<file path="src/rtl/btl_pkg.sv">
package btl_pkg;
  localparam int unsigned REG_W  = 32;
  localparam int unsigned CTRL_W = 7;
  localparam int unsigned PRIV_W = 2;

  localparam int unsigned C_STORE    = 3;
  localparam int unsigned C_IRQ_MODE = 4;
  localparam int unsigned C_DROP_SUP = 5;
  localparam int unsigned C_DROP_USR = 6;

  typedef enum logic [1:0] {
    RA_CTRL  = 2'd0,
    RA_BASE  = 2'd1,
    RA_INDEX = 2'd2,
    RA_LIMIT = 2'd3
  } reg_addr_e;
endpackage

</file>
<file path="src/rtl/btl_regs.sv">
module btl_regs
  import btl_pkg::*;
#(
  parameter int unsigned PTR_W = 16
) (
  input  logic                 clk_i,
  input  logic                 rst_ni,
  input  logic                 we_i,
  input  logic [1:0]           addr_i,
  input  logic [REG_W-1:0]     wdata_i,
  input  logic                 adv_i,
  input  logic [PTR_W-1:0]     idx_next_i,
  output logic [CTRL_W-1:0]    ctrl_o,
  output logic [PTR_W-1:0]     base_o,
  output logic [PTR_W-1:0]     index_o,
  output logic [PTR_W-1:0]     limit_o,
  output logic [REG_W-1:0]     rdata_o
);
  logic [CTRL_W-1:0] ctrl_q;
  logic [PTR_W-1:0]  base_q, index_q, limit_q;
  logic              unused_wdata;

  assign unused_wdata = ^wdata_i;

  always_ff @(posedge clk_i or negedge rst_ni) begin
    if (!rst_ni) begin
      ctrl_q  <= '0;
      base_q  <= '0;
      index_q <= '0;
      limit_q <= '0;
    end else begin
      if (we_i && addr_i == RA_CTRL)  ctrl_q  <= wdata_i[CTRL_W-1:0];
      if (we_i && addr_i == RA_BASE)  base_q  <= wdata_i[PTR_W-1:0];
      if (we_i && addr_i == RA_LIMIT) limit_q <= wdata_i[PTR_W-1:0];
      // software write overrides the advance
      if (we_i && addr_i == RA_INDEX) index_q <= wdata_i[PTR_W-1:0];
      else if (adv_i)                 index_q <= idx_next_i;
    end
  end

  always_comb begin
    unique case (addr_i)
      RA_CTRL:  rdata_o = REG_W'(ctrl_q);
      RA_BASE:  rdata_o = REG_W'(base_q);
      RA_INDEX: rdata_o = REG_W'(index_q);
      default:  rdata_o = REG_W'(limit_q);
    endcase
  end

  assign ctrl_o  = ctrl_q;
  assign base_o  = base_q;
  assign index_o = index_q;
  assign limit_o = limit_q;
endmodule

</file>
<file path="src/rtl/btl_ptr.sv">
module btl_ptr #(
  parameter int unsigned PTR_W = 16
) (
  input  logic [PTR_W-1:0] base_i,
  input  logic [PTR_W-1:0] index_i,
  input  logic [PTR_W-1:0] limit_i,
  input  logic             circular_i,
  output logic             full_o,
  output logic [PTR_W-1:0] next_o
);
  localparam int unsigned EXT_W = PTR_W + 1;

  logic [EXT_W-1:0] inc;

  assign inc    = EXT_W'(index_i) + EXT_W'(1);
  assign full_o = index_i >= limit_i;

  always_comb begin
    if (circular_i && inc >= EXT_W'(limit_i)) next_o = base_i;
    else                                       next_o = inc[PTR_W-1:0];
  end
endmodule

</file>
<file path="src/rtl/btl_filter.sv">
module btl_filter
  import btl_pkg::*;
(
  input  logic              valid_i,
  input  logic [PRIV_W-1:0] priv_i,
  input  logic [CTRL_W-1:0] ctrl_i,
  input  logic              full_i,
  output logic              keep_o
);
  logic is_sup, drop_priv, blocked;

  assign is_sup    = priv_i == '0;
  assign drop_priv = (is_sup && ctrl_i[C_DROP_SUP]) || (!is_sup && ctrl_i[C_DROP_USR]);
  assign blocked   = ctrl_i[C_IRQ_MODE] && full_i;
  assign keep_o    = valid_i && ctrl_i[C_STORE] && !drop_priv && !blocked;
endmodule

</file>
<file path="src/rtl/btrace_logger.sv">
module btrace_logger
  import btl_pkg::*;
#(
  parameter int unsigned ADDR_W = 32,
  parameter int unsigned PTR_W  = 16
) (
  input  logic                      clk_i,
  input  logic                      rst_ni,
  input  logic                      rec_valid_i,
  output logic                      rec_ready_o,
  input  logic [ADDR_W-1:0]         rec_src_i,
  input  logic [ADDR_W-1:0]         rec_dst_i,
  input  logic [1:0]                rec_priv_i,
  input  logic                      reg_we_i,
  input  logic [1:0]                reg_addr_i,
  input  logic [31:0]               reg_wdata_i,
  output logic [31:0]               reg_rdata_o,
  output logic                      mem_we_o,
  output logic [PTR_W-1:0]          mem_addr_o,
  output logic [2*ADDR_W+1:0]       mem_wdata_o,
  output logic                      irq_o
);
  localparam int unsigned DATA_W = 2 * ADDR_W + PRIV_W;

  logic [CTRL_W-1:0] ctrl_q;
  logic [PTR_W-1:0]  base_q, index_q, limit_q, idx_next;
  logic              full, keep;
  logic              we_q;
  logic [PTR_W-1:0]  addr_q;
  logic [DATA_W-1:0] data_q;

  assign rec_ready_o = 1'b1;

  btl_regs #(.PTR_W(PTR_W)) u_regs (
    .clk_i      (clk_i),
    .rst_ni     (rst_ni),
    .we_i       (reg_we_i),
    .addr_i     (reg_addr_i),
    .wdata_i    (reg_wdata_i),
    .adv_i      (keep),
    .idx_next_i (idx_next),
    .ctrl_o     (ctrl_q),
    .base_o     (base_q),
    .index_o    (index_q),
    .limit_o    (limit_q),
    .rdata_o    (reg_rdata_o)
  );

  btl_ptr #(.PTR_W(PTR_W)) u_ptr (
    .base_i     (base_q),
    .index_i    (index_q),
    .limit_i    (limit_q),
    .circular_i (!ctrl_q[C_IRQ_MODE]),
    .full_o     (full),
    .next_o     (idx_next)
  );

  btl_filter u_filter (
    .valid_i (rec_valid_i),
    .priv_i  (rec_priv_i),
    .ctrl_i  (ctrl_q),
    .full_i  (full),
    .keep_o  (keep)
  );

  always_ff @(posedge clk_i or negedge rst_ni) begin
    if (!rst_ni) begin
      we_q   <= 1'b0;
      addr_q <= '0;
      data_q <= '0;
    end else begin
      we_q <= keep;
      if (keep) begin
        addr_q <= index_q;
        data_q <= {rec_priv_i, rec_dst_i, rec_src_i};
      end
    end
  end

  assign mem_we_o    = we_q;
  assign mem_addr_o  = addr_q;
  assign mem_wdata_o = data_q;
  assign irq_o       = ctrl_q[C_STORE] && ctrl_q[C_IRQ_MODE] && full;
endmodule

</file>
<file path="config.mk">
export PLATFORM = sky130hd
export DESIGN_NAME = btrace_logger
export DESIGN_NICKNAME = d
export VERILOG_FILES = /design/src/rtl/btl_pkg.sv /design/src/rtl/btl_regs.sv /design/src/rtl/btl_ptr.sv /design/src/rtl/btl_filter.sv /design/src/rtl/btrace_logger.sv
export SDC_FILE = /design/constraint.sdc
export NUM_CORES = 1
export LEC_CHECK = 0
export ABC_AREA = 0
export CELL_PAD_IN_SITES_DETAIL_PLACEMENT = 1
export CELL_PAD_IN_SITES_GLOBAL_PLACEMENT = 1
export CORE_MARGIN = 5
export CORE_UTILIZATION = 33
export DETAILED_ROUTE_END_ITERATION = 8
export GPL_TIMING_DRIVEN = 0
export MAX_ROUTING_LAYER = met4
export PLACE_DENSITY_LB_ADDON = 0.05
export SYNTH_ARGS = -nofsm -noshare
export SYNTH_HDL_FRONTEND = slang
export SYNTH_HIERARCHICAL = 1
export SYNTH_SLANG_ARGS = --single-unit
export TNS_END_PERCENT = 5
</file>
<file path="constraint.sdc">
create_clock -name clk_i -period 7.2 [get_ports clk_i]
set_input_delay 1.44 -clock clk_i [delete_from_list [all_inputs] [get_ports clk_i]]
set_output_delay 1.44 -clock clk_i [all_outputs]
set_load 0.03 [all_outputs]
</file>
Word-level counts from Yosys, hierarchy flattened
Index checks and enable logic that the tools add are counted.

storage, ports and cells
  register bits after elaboration = 138
  input bits = 104
  output and inout port bits = 117
  logic and storage cells = 38

operators by class
  $add $sub $neg = 1
  magnitude comparators = 2
  equal/unequal tests = 3
  mux-type cells = 4
  reduce and logical (&&, ||, !) cells = 21

operators with widths
  kind                                            number
  2-to-1 mux 16 bit                               3
  one-hot mux 16 bit (3 select lines)             1
  adder 16 x 1 -> 17 bit (second input constant)  1
  >= comparator 17 x 16 -> 1 bit                  1
  >= comparator 16 bit                            1
  logical AND 1 bit                               13
  == test 2 bit (second input constant)           2
  zero test 1 bit                                 4
  zero test 2 bit                                 2
  == test 2 x 1 -> 1 bit (second input constant)  1
  nonzero test 2 bit                              1
  logical OR 1 bit                                1

Logic depth before layout (Yosys ltp)
Gate-level depths: netlist (run 1).

  depth after elaboration = 9
  mapped depth = 14
  depth with buffers taken out = 13

By module
Netlist (run 1), hierarchy kept.

modules (own cells, without submodules)
  module         instances  cells each  area each (um2)  sequential area each (um2)
  btrace_logger  1          178         3493.4           2077.0
  btl_regs       1          183         2791.4           1376.3
  btl_ptr        1          151         1251.2           0.0
  btl_filter     1          4           33.8             0.0

Least setup slack after synthesis (run 1)
Ideal clock, no wire load.

  kind = input to output
  start = input reg_addr_i[0]
  end = output reg_rdata_o[10]
  data arrival time = 2.275 ns
  required time = 5.760 ns
  setup slack = 3.485 ns
  stages = 3
  path buffers = 1
  path through = buf_2 > mux2_2 > a22o_1

between the ends
  cells in the longest elaborated chain, start to end = 2

ends and longest elaborated chain
  element                                  line                 RTL
  start, declared                          btrace_logger.sv:15  input logic [1:0] reg_addr_i,
  == test 2 bit (tied with other cells)    btl_regs.sv:42       unique case (addr_i)
  one-hot mux 16 bit (3 select lines) (*)  btl_regs.sv:42
  end, declared                            btrace_logger.sv:17  output logic [31:0] reg_rdata_o,

Every way passes the cells marked *; elsewhere a longest branch is shown, timed or not.

Worst setup path in the final report (run 1)
  start = register u_regs.index_q[0], in the netlist u_regs/index_o[0]
  end = output irq_o

between the ends
  cells in the longest elaborated chain, start to end = 2

ends and longest elaborated chain
  element                 line                 RTL
  start, declared         btl_regs.sv:20       logic [PTR_W-1:0] base_q, index_q, limit_q;
  start signal, assigned  btl_regs.sv:36       if (we_i && addr_i == RA_INDEX) index_q <= wdata_i[PTR_W-1:0];
  start signal, assigned  btl_regs.sv:37       else if (adv_i) index_q <= idx_next_i;
  >= comparator 16 bit    btl_ptr.sv:16        assign full_o = index_i >= limit_i;
  named net full          btrace_logger.sv:27  logic full, keep;
  logical AND 1 bit       btrace_logger.sv:83  assign irq_o = ctrl_q[C_STORE] && ctrl_q[C_IRQ_MODE] && full;
  end, declared           btrace_logger.sv:21  output logic irq_o

The timed path passes the listed nets, and every way through them passes these cells.

==> summary.md, run 1 <==
| Metric | Value |
|---|---|
| First-pass GRT wire length | 33200 um |
| Initial core utilization | 0.334 |
| CTS max path bufs | 2 |
| Mapped Cells | 516 |
| Max stage delay on crit path | 790 ps |
| Clock network fraction of total power | 0.200 |
| Fin crit period | 5060 ps |
| Share of cells above drive strength 1 | 0.349 |
| Critical path fanouts, max | 9 |
| Leak | 0.00463 uW |
| Post-synth ARST share | 1.00 |
| DP Area | 0.00988 sq mm |
| R2R Setup Slk | 2860 ps |
| TritonCTS Sinks | 138 |
| Antenna violations before repair | 0 |
| Met2 Track Usage GR | 0.275 |
| Ys flop type | dfrtp_1 |
| Power per cell area | 453 mW/mm^2 |
| VDD IR max | 0.000175 V |
| Cell mode on critical path | a21o_1 |
| Final Skew | 6.70 ps |
| Vias in the first global route | 5634 |
| Number of setup buffers added after CTS | 0 |
| Logic pwr share | 0.509 |
| Final Cell Area | 0.0105 sq mm |
| N_diodes | 0 |
| Dpl cells | 1004 |
| FMAX | 198 MHz |
| CTS tree | yes |
| Worst-Margin Slew | 861 ps |
| CP arrival | 3620 ps |
| GR Util All Layers | 0.168 |
| Fill cells | 2293 |
| Crit Path Class | flip-flop to output port |
| Slowest CP cell | o41ai_1 |
| Final worst setup slack | 2140 ps |
| DP HPWL | 15800 um |
| Die span in x | 161 um |
| Pin count of the biggest net entering global routing | 89 |
| Hold Slack | 507 ps |
| Warnings, synthesis | 6 |
| Vias | 4962 |
| Worst slack at placement | 2160 ps |
| Worst min path class | flip-flop to flip-flop |
| Syn avg cell area | 14.7 sq um |
| Full die area | 0.0261 sq mm |
| Core Box Area | 0.0226 sq mm |
| Initial DRC count | 168 |
| Slew HR | 0.419 |
| Final setup viols | 0 |
| Row Count | 55 |
| Worst-path cell chain | inv_1, ha_1, nand2b_1, a21o_1, a21o_1, a2111oi_0, o41ai_1, and3_1, clkdlybuf4s50_1 |
| Drt pass-1 iters | 4 |
| Vias per cell | 4.79 |
| Net Sw Frac | 0.379 |
| Number of CTS-inserted buffers | 17 |
| Fin. max-slew vios | 0 |
| Final cycle utilization of the critical path | 0.703 |
| Critical path capture point type | output port |
| Post-detailed-route wirelength per cell | 20.6 um |
| Routability cong. | 0.775 |
| Post-cts gate resize count | 0 |
| ANT nets after route | 0 |
| Sequential fraction of the synthesis area | 0.456 |
| CTS root buf | clkbuf_16 |
| Clock Latency Late Sink | 420 ps |
| P_sw | 1810 uW |
| IO buf count | 187 |
| Synthesis-stage register bit count | 138 |
| Internal power | 2960 uW |
| TNS Setup | 0 ps |
| GRT overflow | 0 |
| CTS Hold Bufs | 0 |
| Clk slew on worst S/H paths | 60 ps |
| RSZ-0062 raised after global routing | false |
| Status | complete, no violations |
| Final hold vios | 0 |
| Max_cap viols | 0 |
| Number of synthesized flops with an enable pin | 0 |
| DRC | 0 |
| Sequential Power Share | 0.291 |
| Worst path required time | 5760 ps |
| Global routing's busiest layer | met2 |
| Library cells used by synthesis | 43 |
| Die Ht | 161 um |
| Multi-input logic area | 0.00371 sq mm |
| Non-Filler Instances | 1036 |
| Global Route met1 Usage | 0.211 |
| CTS HTree Levels | 4 |
| Register Area | 0.00345 sq mm |
| Layout area overhead | 39.0% |
| GR Util met3 | 0.0401 |
| Total routed wirelength | 21300 um |
| Nets@finish | 875 |
| Number of I/O pins | 221 |
| Synth Cell Area | 0.00757 sq mm |
| CP startpoint kind | flip-flop |
[layout make-up]
class	instances	share of cell area
inverter	18	0.00642
clock inverter	13	0.0184
buffer	37	0.0371
sequential	138	0.328
tap	285	0.0339
multi-input combinational	338	0.353
clock buffer	19	0.0421
timing repair buffer	188	0.181
[cell usage in the layout (no fill, tap or decap), drive strengths merged, types with 2 or more instances in the layout]
| master | Yosys | final |
|---|---|---|
| buf | 37 | 39 |
| nor2b | 3 | 3 |
| mux2 | 178 | 178 |
| dfrtp | 138 | 138 |
| bufinv | 0 | 4 |
| and3 | 4 | 4 |
| a21o | 4 | 4 |
| o21a | 2 | 2 |
| inv | 18 | 19 |
| clkbuf | 0 | 19 |
| a2111oi | 2 | 2 |
| ha | 33 | 33 |
| mux4 | 7 | 7 |
| nand2 | 10 | 10 |
| nand4 | 6 | 6 |
| conb | 2 | 17 |
| o211ai | 2 | 2 |
| o21ai | 3 | 3 |
| nor2 | 10 | 10 |
| a21oi | 8 | 8 |
| clkinv | 0 | 7 |
| nand3b | 2 | 2 |
| nor3 | 2 | 2 |
| clkdlybuf4s50 | 0 | 186 |
| nor3b | 2 | 2 |
| xnor2 | 8 | 8 |
| a22o | 9 | 9 |
| nand3 | 10 | 10 |
| xor2 | 6 | 6 |
[flip-flops by register name (all words and copies together) (netlist names)]
| signal | cells |
|---|---|
| mem_we_o | 1 |
| u_regs/ctrl_o | 7 |
| u_regs/index_o | 16 |
| u_regs/base_o | 16 |
| u_regs/limit_o | 16 |
| mem_wdata_o | 66 |
| mem_addr_o | 16 |
[final timing paths]
check                             startpoint  depth (start not counted)                  to
min in group asynchronous             rst_ni                          1     mem_wdata_o[38]
setup / recovery           u_regs/index_o[0]                          9               irq_o
hold / removal              u_regs/ctrl_o[1]                          1    u_regs/ctrl_o[1]
max in group asynchronous             rst_ni                          2   u_regs/index_o[1]
hold reg to reg             u_regs/ctrl_o[1]                          1    u_regs/ctrl_o[1]
setup reg to reg           u_regs/index_o[0]                         12  u_regs/index_o[13]
[power by group through the flow]
stage          sequential, uW  clock [uW]  combinational (uW)
3_5_place_dp             1410           0                2440
3_3_place_gp             1380           0                2420
6_report                 1390         953                2430
4_1_cts                  1400         986                2460
5_1_grt                  1440        1020                2570
2_1_floorplan            1800           0                1130
[critical path, delay by kind of cell (launching register included)]
kind	cells	cell delay, ps
and+or+nand+nor	2	380
AOI/OAI and AO/OA	4	1180
DFF	1	550
adders and majority gates	1	310
buffers and inverters	2	780
[through the flow]
step,total power [uW],utilization
2_1_floorplan,2920,-
3_3_place_gp,3800,0.435
3_5_place_dp,3850,0.437
4_1_cts,4850,0.465
5_1_grt,5030,0.465
6_report,4770,0.465
[cells in the mapped netlist, types with 2 or more instances]
master / number / area [sq um]
a21o_1: 4 / 30.0
a21oi_1: 8 / 40.0
a22o_1: 9 / 78.8
and3_1: 4 / 25.0
buf_12: 9 / 180
buf_2: 6 / 30.0
buf_4: 18 / 135
buf_6: 4 / 45.0
conb_1: 2 / 7.51
dfrtp_1: 138 / 3450
ha_1: 33 / 413
inv_1: 18 / 67.6
mux2_2: 88 / 991
mux2_4: 90 / 1350
mux4_2: 7 / 158
nand2_1: 10 / 37.5
nand3_1: 8 / 40.0
nand3b_4: 2 / 40.0
nand4_1: 6 / 37.5
nor2_1: 10 / 37.5
nor2b_1: 3 / 18.8
nor3_1: 2 / 10.0
o211ai_1: 2 / 15.0
o21a_1: 2 / 15.0
o21ai_0: 3 / 15.0
xnor2_1: 8 / 70.1
xor2_1: 6 / 52.6
[cells by family (layout without fill, tap and decap cells)]
kind of cell	Yosys count	count (layout)	share of synthesized area
other	2	17	0.000992
AO/OA/AOI/OAI	36	36	0.0379
flip-flops	138	138	0.456
buffers and inverters	55	275	0.0605
multiplexers	185	185	0.330
AND/OR/NAND/NOR	53	53	0.0435
adder cells (fa/ha/maj)	33	33	0.0545
XOR/XNOR	14	14	0.0162
[per-layer routing]
layer	vias to the layer above	part of all wire
met5	-	0
met4	0	0.011
met3	15	0.055
met2	145	0.49
met1	2515	0.45
li1	2287	-
Power figures use the tool's default switching activity.
==> run 2, diff against run 1 <==
==> constraint.sdc (replaced) <==
create_clock -name clk_i -period 4.3 [get_ports clk_i]
set_input_delay 0.86 -clock clk_i [delete_from_list [all_inputs] [get_ports clk_i]]
set_output_delay 0.86 -clock clk_i [all_outputs]
set_load 0.03 [all_outputs]
==> summary.md, run 2 (synthesis gave the netlist of run 1 again) <==
| Metric | Value |
|---|---|
| IO buf count | 187 (unchanged) |
| CTS tree | yes |
| Slew HR | 0.615 (+0.197) |
| Initial core utilization | 0.334 (unchanged) |
| Drt pass-1 iters | 4 (unchanged) |
| WP buf/inv | 2 (unchanged) |
| TritonCTS Sinks | 138 (unchanged) |
| Cell mode on critical path | a21o_1 |
| DP HPWL | 15800 um (unchanged) |
| Final Power | 8020 uW (+68%) |
| Leak | 0.00463 uW (about the same) |
| CTS max path bufs | 2 (unchanged) |
| Vias | 4938 (-0.48%) |
| CTS root buf | clkbuf_16 |
| Power per cell area | 761 mW/mm^2 (+68%) |
| Max_cap viols | 0 (unchanged) |
| N_diodes | 0 (unchanged) |
| Nets@finish | 875 (unchanged) |
| Global routing's busiest layer | met2 |
| Setup crit end | irq_o |
| Non-Filler Instances | 1036 (unchanged) |
| Dpl cells | 1004 (unchanged) |
| Critical path fanouts, max | 9 (unchanged) |
| Final Cell Area | 0.0105 sq mm (+0.18%) |
| ANT nets after route | 0 (unchanged) |
| CTS HTree Levels | 4 (unchanged) |
| CP Launch Point | u_regs/index_o[0] |
| Status | complete, no violations |
| Most frequent cells in the layout | 186 x clkdlybuf4s50_1, 136 x dfrtp_1, 90 x mux2_4, 88 x mux2_2, 33 x ha_1 |
| GRT overflow | 0 (unchanged) |
| VDD IR max | 0.000305 V (+74%) |
| Fin crit period | 4120 ps |
| Critical path depth in cells | 9 (unchanged) |
| CP startpoint kind | flip-flop |
| Antenna violations before repair | 0 (unchanged) |
| Core Box Area | 0.0226 sq mm (unchanged) |
| Number of CTS-inserted buffers | 17 (unchanged) |
| Post-detailed-route wirelength per cell | 20.6 um (+0.23%) |
| Max stage delay on crit path | 590 ps (-200 ps) |
| First-pass GRT wire length | 33200 um (about the same) |
| Number of setup buffers added after CTS | 0 (unchanged) |
| Reg-to-Reg End | u_regs/index_o[13] |
| Fin. max-slew vios | 0 (unchanged) |
| Number of I/O pins | 221 (unchanged) |
| Final hold vios | 0 (unchanged) |
| Worst-Margin Slew | 571 ps (-290 ps) |
| Layout area overhead | 39.2% |
| Global Route met1 Usage | 0.211 (about the same) |
| Vias per cell | 4.77 (-0.48%) |
| GR Util met3 | 0.0401 (unchanged) |
| Row Count | 55 (unchanged) |
| Worst path required time | 3440 ps (-2320 ps) |
| Max reg flops | 66 (unchanged) |
| Vias in the first global route | 5641 (+0.12%) |
| Final cycle utilization of the critical path | 0.958 |
| Total routed wirelength | 21400 um (+0.23%) |
| Crit Path Class | flip-flop to output port |
| Clock Latency Late Sink | 420 ps (about the same) |
| FF-to-FF path depth | 13 (+1) |
| Pin count of the biggest net entering global routing | 89 (unchanged) |
| R2R Setup Slk | 270 ps (-2590 ps) |
| Worst-path cell chain | inv_1, ha_1, nand2b_1, a21o_1, a21o_1, a2111oi_2, o41ai_2, and3_1, clkdlybuf4s50_1 |
| Full die area | 0.0261 sq mm (unchanged) |
| FMAX | 243 MHz |
| Final setup viols | 0 (unchanged) |
| Final Skew | 7.80 ps (+1.10 ps) |
| CTS Hold Bufs | 0 (unchanged) |
| Initial DRC count | 169 (+0.60%) |
| DP Area | 0.00988 sq mm (unchanged) |
| Die Ht | 161 um (unchanged) |
| Slowest CP cell | clkdlybuf4s50_1 |
| GR Util All Layers | 0.169 (about the same) |
| Share of cells above drive strength 1 | 0.356 (+0.00666) |
| R2R Path Start | u_regs/index_o[5] |
| Hold Slack | 369 ps (-138 ps) |
| Most common cell after layout, fill and taps aside | clkdlybuf4s50_1 |
| Met2 Track Usage GR | 0.276 (about the same) |
| Routability cong. | 0.775 (unchanged) |
| DRC | 0 (unchanged) |
| Critical path capture point type | output port |
| Worst min path class | input port to asynchronous set/reset pin |
| CP arrival | 3260 ps (-360 ps) |
| Critical path's top delay family | compound AO/OA/AOI/OAI gates |
| Die span in x | 161 um (unchanged) |
| RSZ-0062 raised after global routing | false |
| Clk slew on worst S/H paths | 70 ps (about the same) |
## run 2: cell counts in the layout (fill, tap and decap cells not counted)
No cell type changed its count.
## run 2: metrics by stage
| stage | utilization | setup WS (ps) | setup TNS (ps) |
|---|---|---|---|
| 2_1_floorplan | - | 815 | 0 |
| 3_3_place_gp | 0.435 | -3320 | -456940 |
| 3_5_place_dp | 0.437 | -41.6 | -180 |
| 4_1_cts | 0.465 | 12.4 | 0 |
| 5_1_grt | 0.465 | 23.1 | 0 |
| 6_report | 0.465 | 179 | 0 |
## run 2: repair_timing
| action | CTS | global route |
|---|---|---|
| gates cloned | 0 | 0 |
| setup endpoints to repair | 11 | 17 |
| gates resized for setup | 4 | 2 |
| endpoints found under the hold margin | 0 | 0 |
| pin swaps | 0 | 1 |
## run 2: layout make-up
class                      instances  area (sq um)
sequential                       138          3460
tap                              285           357
clock buffer                      19           443
inverter                          18          67.6
buffer                            37           390
clock inverter                    13           194
timing repair buffer             188          1900
multi-input combinational        338          3730
fill                            2292         12100
## run 2: how the worst min path moves through the flow
stage / to / startpoint
3_5_place_dp: mem_wdata_o[26] / mem_wdata_o[26]
5_1_grt: mem_wdata_o[38] / rst_ni
3_3_place_gp: u_regs/ctrl_o[2] / u_regs/ctrl_o[2]
6_report: mem_wdata_o[38] / rst_ni
2_1_floorplan: u_regs/ctrl_o[0] / u_regs/ctrl_o[0]
4_1_cts: mem_wdata_o[38] / rst_ni
## run 2: routing by layer
metal,up-vias,routed length (um)
met5,-,0
met4,0,227
met3,15,1180
met2,141,10400
met1,2498,9550
li1,2284,-
## run 2: where the power goes
group          internal, uW  switching, uW  leakage, uW
Combinational          2140           1950      0.00269
Clock                   993            604     0.000308
Sequential             1840            487      0.00164
==> run 3, diff against run 2 <==
--- a/config.mk
+++ b/config.mk
@@ -5,15 +5,16 @@
 export SDC_FILE = /design/constraint.sdc
 export NUM_CORES = 1
 export LEC_CHECK = 0
-export ABC_AREA = 0
+export ABC_AREA = 1
 export CELL_PAD_IN_SITES_DETAIL_PLACEMENT = 1
 export CELL_PAD_IN_SITES_GLOBAL_PLACEMENT = 1
 export CORE_MARGIN = 5
-export CORE_UTILIZATION = 33
+export CORE_UTILIZATION = 31
 export DETAILED_ROUTE_END_ITERATION = 8
 export GPL_TIMING_DRIVEN = 0
 export MAX_ROUTING_LAYER = met4
 export PLACE_DENSITY_LB_ADDON = 0.05
+export SLEW_MARGIN = 10
 export SYNTH_ARGS = -nofsm -noshare
 export SYNTH_HDL_FRONTEND = slang
 export SYNTH_HIERARCHICAL = 1
==> summary.md, run 3 <==
| Metric | Value |
|---|---|
| Fin crit period | 3850 ps (-266 ps) |
| VDD IR max | 0.000265 V (-13%) |
| Cell taking the most area after synthesis | dfrtp_1 |
| CTS HTree Levels | 4 (unchanged) |
| FMAX | 259 MHz (+6.9%) |
| Final core occ | 0.435 (-0.0309) |
| Core Box Area | 0.0242 sq mm (+6.8%) |
| Initial core utilization | 0.312 (-0.0221) |
| Most frequent cell after synthesis | nand2_1 |
| Layout area overhead | 39.2% (about the same) |
| Leak | 0.00532 uW (+15%) |
| Synth Cell Area | 0.00755 sq mm (-0.28%) |
| Vias per cell | 4.55 (-4.5%) |
| Post-cts gate resize count | 0 (-4) |
| Final cycle utilization of the critical path | 0.896 (-0.0620) |
| Fin. max-slew vios | 0 (unchanged) |
| Slew HR | 0.644 (+0.0287) |
| Worst min path class | input port to asynchronous set/reset pin |
| Number of setup buffers added after CTS | 0 (unchanged) |
| TritonCTS Sinks | 138 (unchanged) |
| FF-to-FF path depth | 22 (+9) |
| First-pass GRT wire length | 39800 um (+20%) |
| GR Util All Layers | 0.185 (+0.0166) |
| RSZ-0062 raised after global routing | false |
| Library cells used by synthesis | 30 (-30%) |
| CTS max path bufs | 2 (unchanged) |
| GR Util met3 | 0.0321 (-0.00793) |
| Row Count | 57 (+3.6%) |
| CP arrival | 2990 ps (-270 ps) |
| Met2 Track Usage GR | 0.282 (+0.00628) |
| IO buf count | 185 (-1.1%) |
| Initial DRC count | 356 (+110%) |
| Vias | 6923 (+40%) |
| Max reg flops | 66 (unchanged) |
| N_diodes | 0 (unchanged) |
| Post-synth top area share | 0.457 (+0.00129) |
| Global routing's busiest layer | met2 |
| Syn avg cell area | 7.83 sq um (-47%) |
| DP Area | 0.00989 sq mm (+0.11%) |
| Ys flop type | dfrtp_1 |
| ANT nets after route | 0 (unchanged) |
| CTS Hold Bufs | 0 (unchanged) |
| Warnings, synthesis | 6 (unchanged) |
| Number of synthesized flops with an enable pin | 0 (unchanged) |
| Reg-to-Reg End | u_regs/index_o[7] |
| Fill cells | 2918 (+27%) |
| Non-Filler Instances | 1521 (+47%) |
| GRT overflow | 0 (unchanged) |
| Routability cong. | 0.828 (+6.9%) |
| Nets@finish | 1321 (+51%) |
| CTS root buf | clkbuf_16 |
| Global Route met1 Usage | 0.257 (+0.0456) |
| Final Cell Area | 0.0105 sq mm (-0.31%) |
| Post-detailed-route wirelength per cell | 16.1 um (-22%) |
| Sequential fraction of the synthesis area | 0.457 (+0.00129) |
| Critical path fanouts, max | 7 (-2) |
| Synthesis-stage register bit count | 138 (unchanged) |
| Mapped Cells | 964 (+87%) |
| Synth cell count leaders | 463 x nand2_1, 138 x dfrtp_1, 71 x nand3_1 |
| CP startpoint kind | flip-flop |
| Dpl cells | 1489 (+48%) |
| Number of CTS-inserted buffers | 17 (unchanged) |
| Clock Latency Late Sink | 430 ps (about the same) |
| Number of I/O pins | 221 (unchanged) |
| Pin count of the biggest net entering global routing | 74 (-17%) |
| Share of cells above drive strength 1 | 0.109 (-0.246) |
| Antenna violations before repair | 0 (unchanged) |
| Most frequent cells in the layout | 463 x nand2_1, 184 x clkdlybuf4s50_1, 138 x dfrtp_1, 71 x nand3_1, 56 x inv_1 |
| R2R Path Start | u_regs/index_o[0] |
| Full die area | 0.0276 sq mm (+5.8%) |
| Largest cells by area after synthesis | dfrtp_1 46%, nand2_1 23%, ha_1 5.5% |
| Vias in the first global route | 7187 (+27%) |
| Final Power | 7160 uW (-11%) |
| Die span in x | 166 um (+2.8%) |
| CTS tree | yes |
| Most common cell after layout, fill and taps aside | nand2_1 |
| Post-synth ARST share | 1.00 (unchanged) |
| Worst-Margin Slew | 534 ps (-36.9 ps) |
| Crit Path Class | flip-flop to output port |
| Power per cell area | 681 mW/mm^2 (-10%) |
| Final hold vios | 0 (unchanged) |
| Clk slew on worst S/H paths | 70 ps (about the same) |
| Critical path capture point type | output port |
| Worst path required time | 3440 ps (about the same) |
| R2R Setup Slk | 810 ps (+540 ps) |
| TNS Setup | 0 ps (unchanged) |
| DP HPWL | 19200 um (+22%) |
| Max_cap viols | 0 (unchanged) |
| Status | complete, no violations |
| Total routed wirelength | 24500 um (+15%) |
| Drt pass-1 iters | 4 (unchanged) |
| Die Ht | 166 um (+2.8%) |
| Final setup viols | 0 (unchanged) |
| DRC | 0 (unchanged) |
| Final Skew | 11.5 ps (+3.74 ps) |
run 3: cell count changes in the layout (fill, tap and decap cells not counted), moves of 10 or more:
cell / before / now
mux2_4: 90 / 0
buf_2: 6 / 23
o21ai_0: 3 / 19
nor2_1: 9 / 19
nand2_1: 10 / 463
o21ai_2: 0 / 16
inv_1: 18 / 56
mux2_2: 88 / 0
nand3_1: 8 / 71
buf_6: 5 / 18
nand4_1: 6 / 24
run 3: power breakdown:
group / internal, uW / switching, uW
combinational: 1350 / 2040
sequential: 1800 / 420
clock: 926 / 618
total: 4080 / 3080
run 3: layout make-up:
| cell class | count | area, sq um | area share |
|---|---|---|---|
| sequential | 138 | 3450 | 0.329 |
| multi-input combinational | 719 | 3450 | 0.328 |
| timing repair buffer | 186 | 1880 | 0.179 |
| buffer | 61 | 468 | 0.0445 |
| clock buffer | 18 | 429 | 0.0408 |
| tap | 324 | 405 | 0.0386 |
| inverter | 61 | 236 | 0.0225 |
| clock inverter | 14 | 183 | 0.0174 |
run 3: worst max-delay path by stage:
stage | from | endpoint | slack [ps] | cells after the start
4_1_cts | u_regs/index_o[15] | irq_o | 400 | 10
3_3_place_gp | rst_ni | u_regs/ctrl_o[0] | -3730 | 1
6_report | u_regs/index_o[15] | irq_o | 450 | 10
2_1_floorplan | u_regs/index_o[0] | u_regs/index_o[10] | 1450 | 21
5_1_grt | u_regs/index_o[15] | irq_o | 220 | 10
3_5_place_dp | u_regs/index_o[0] | u_regs/index_o[7] | 790 | 22
run 3: through the flow:
step | hold slack (ps) | setup slack, ps
detailed placement | 458 | 794
global route | 394 | 218
global placement | 453 | -3730
finish | 360 | 446
floorplan | 453 | 1450
CTS | 383 | 395
run 3: metal layers:
layer / vias to the layer above / wire length [um]
met5: - / 0
met2: 171 / 11000
met4: 0 / 337
met3: 19 / 1100
li1: 3460 / -
met1: 3273 / 12100
run 3: worst max-delay path, stage by stage, from the launching register on:
cell and delay (ps):
dfrtp_1 490, ha_1 360, nand2_1 70, inv_1 50, nand3_1 110, nor3_1 370
nand3_1 120, nand3_1 160, nand2_1 80, nor2_1 80, clkdlybuf4s50_1 680
run 3: logic make-up after synthesis:
family,count (synthesis),synth area share
simple gates,597,0.331
flops,138,0.457
buf+inv,122,0.0933
compound gates,60,0.0484
fa+ha+maj,33,0.0547
xor+xnor,12,0.0139
other cells,2,0.000995
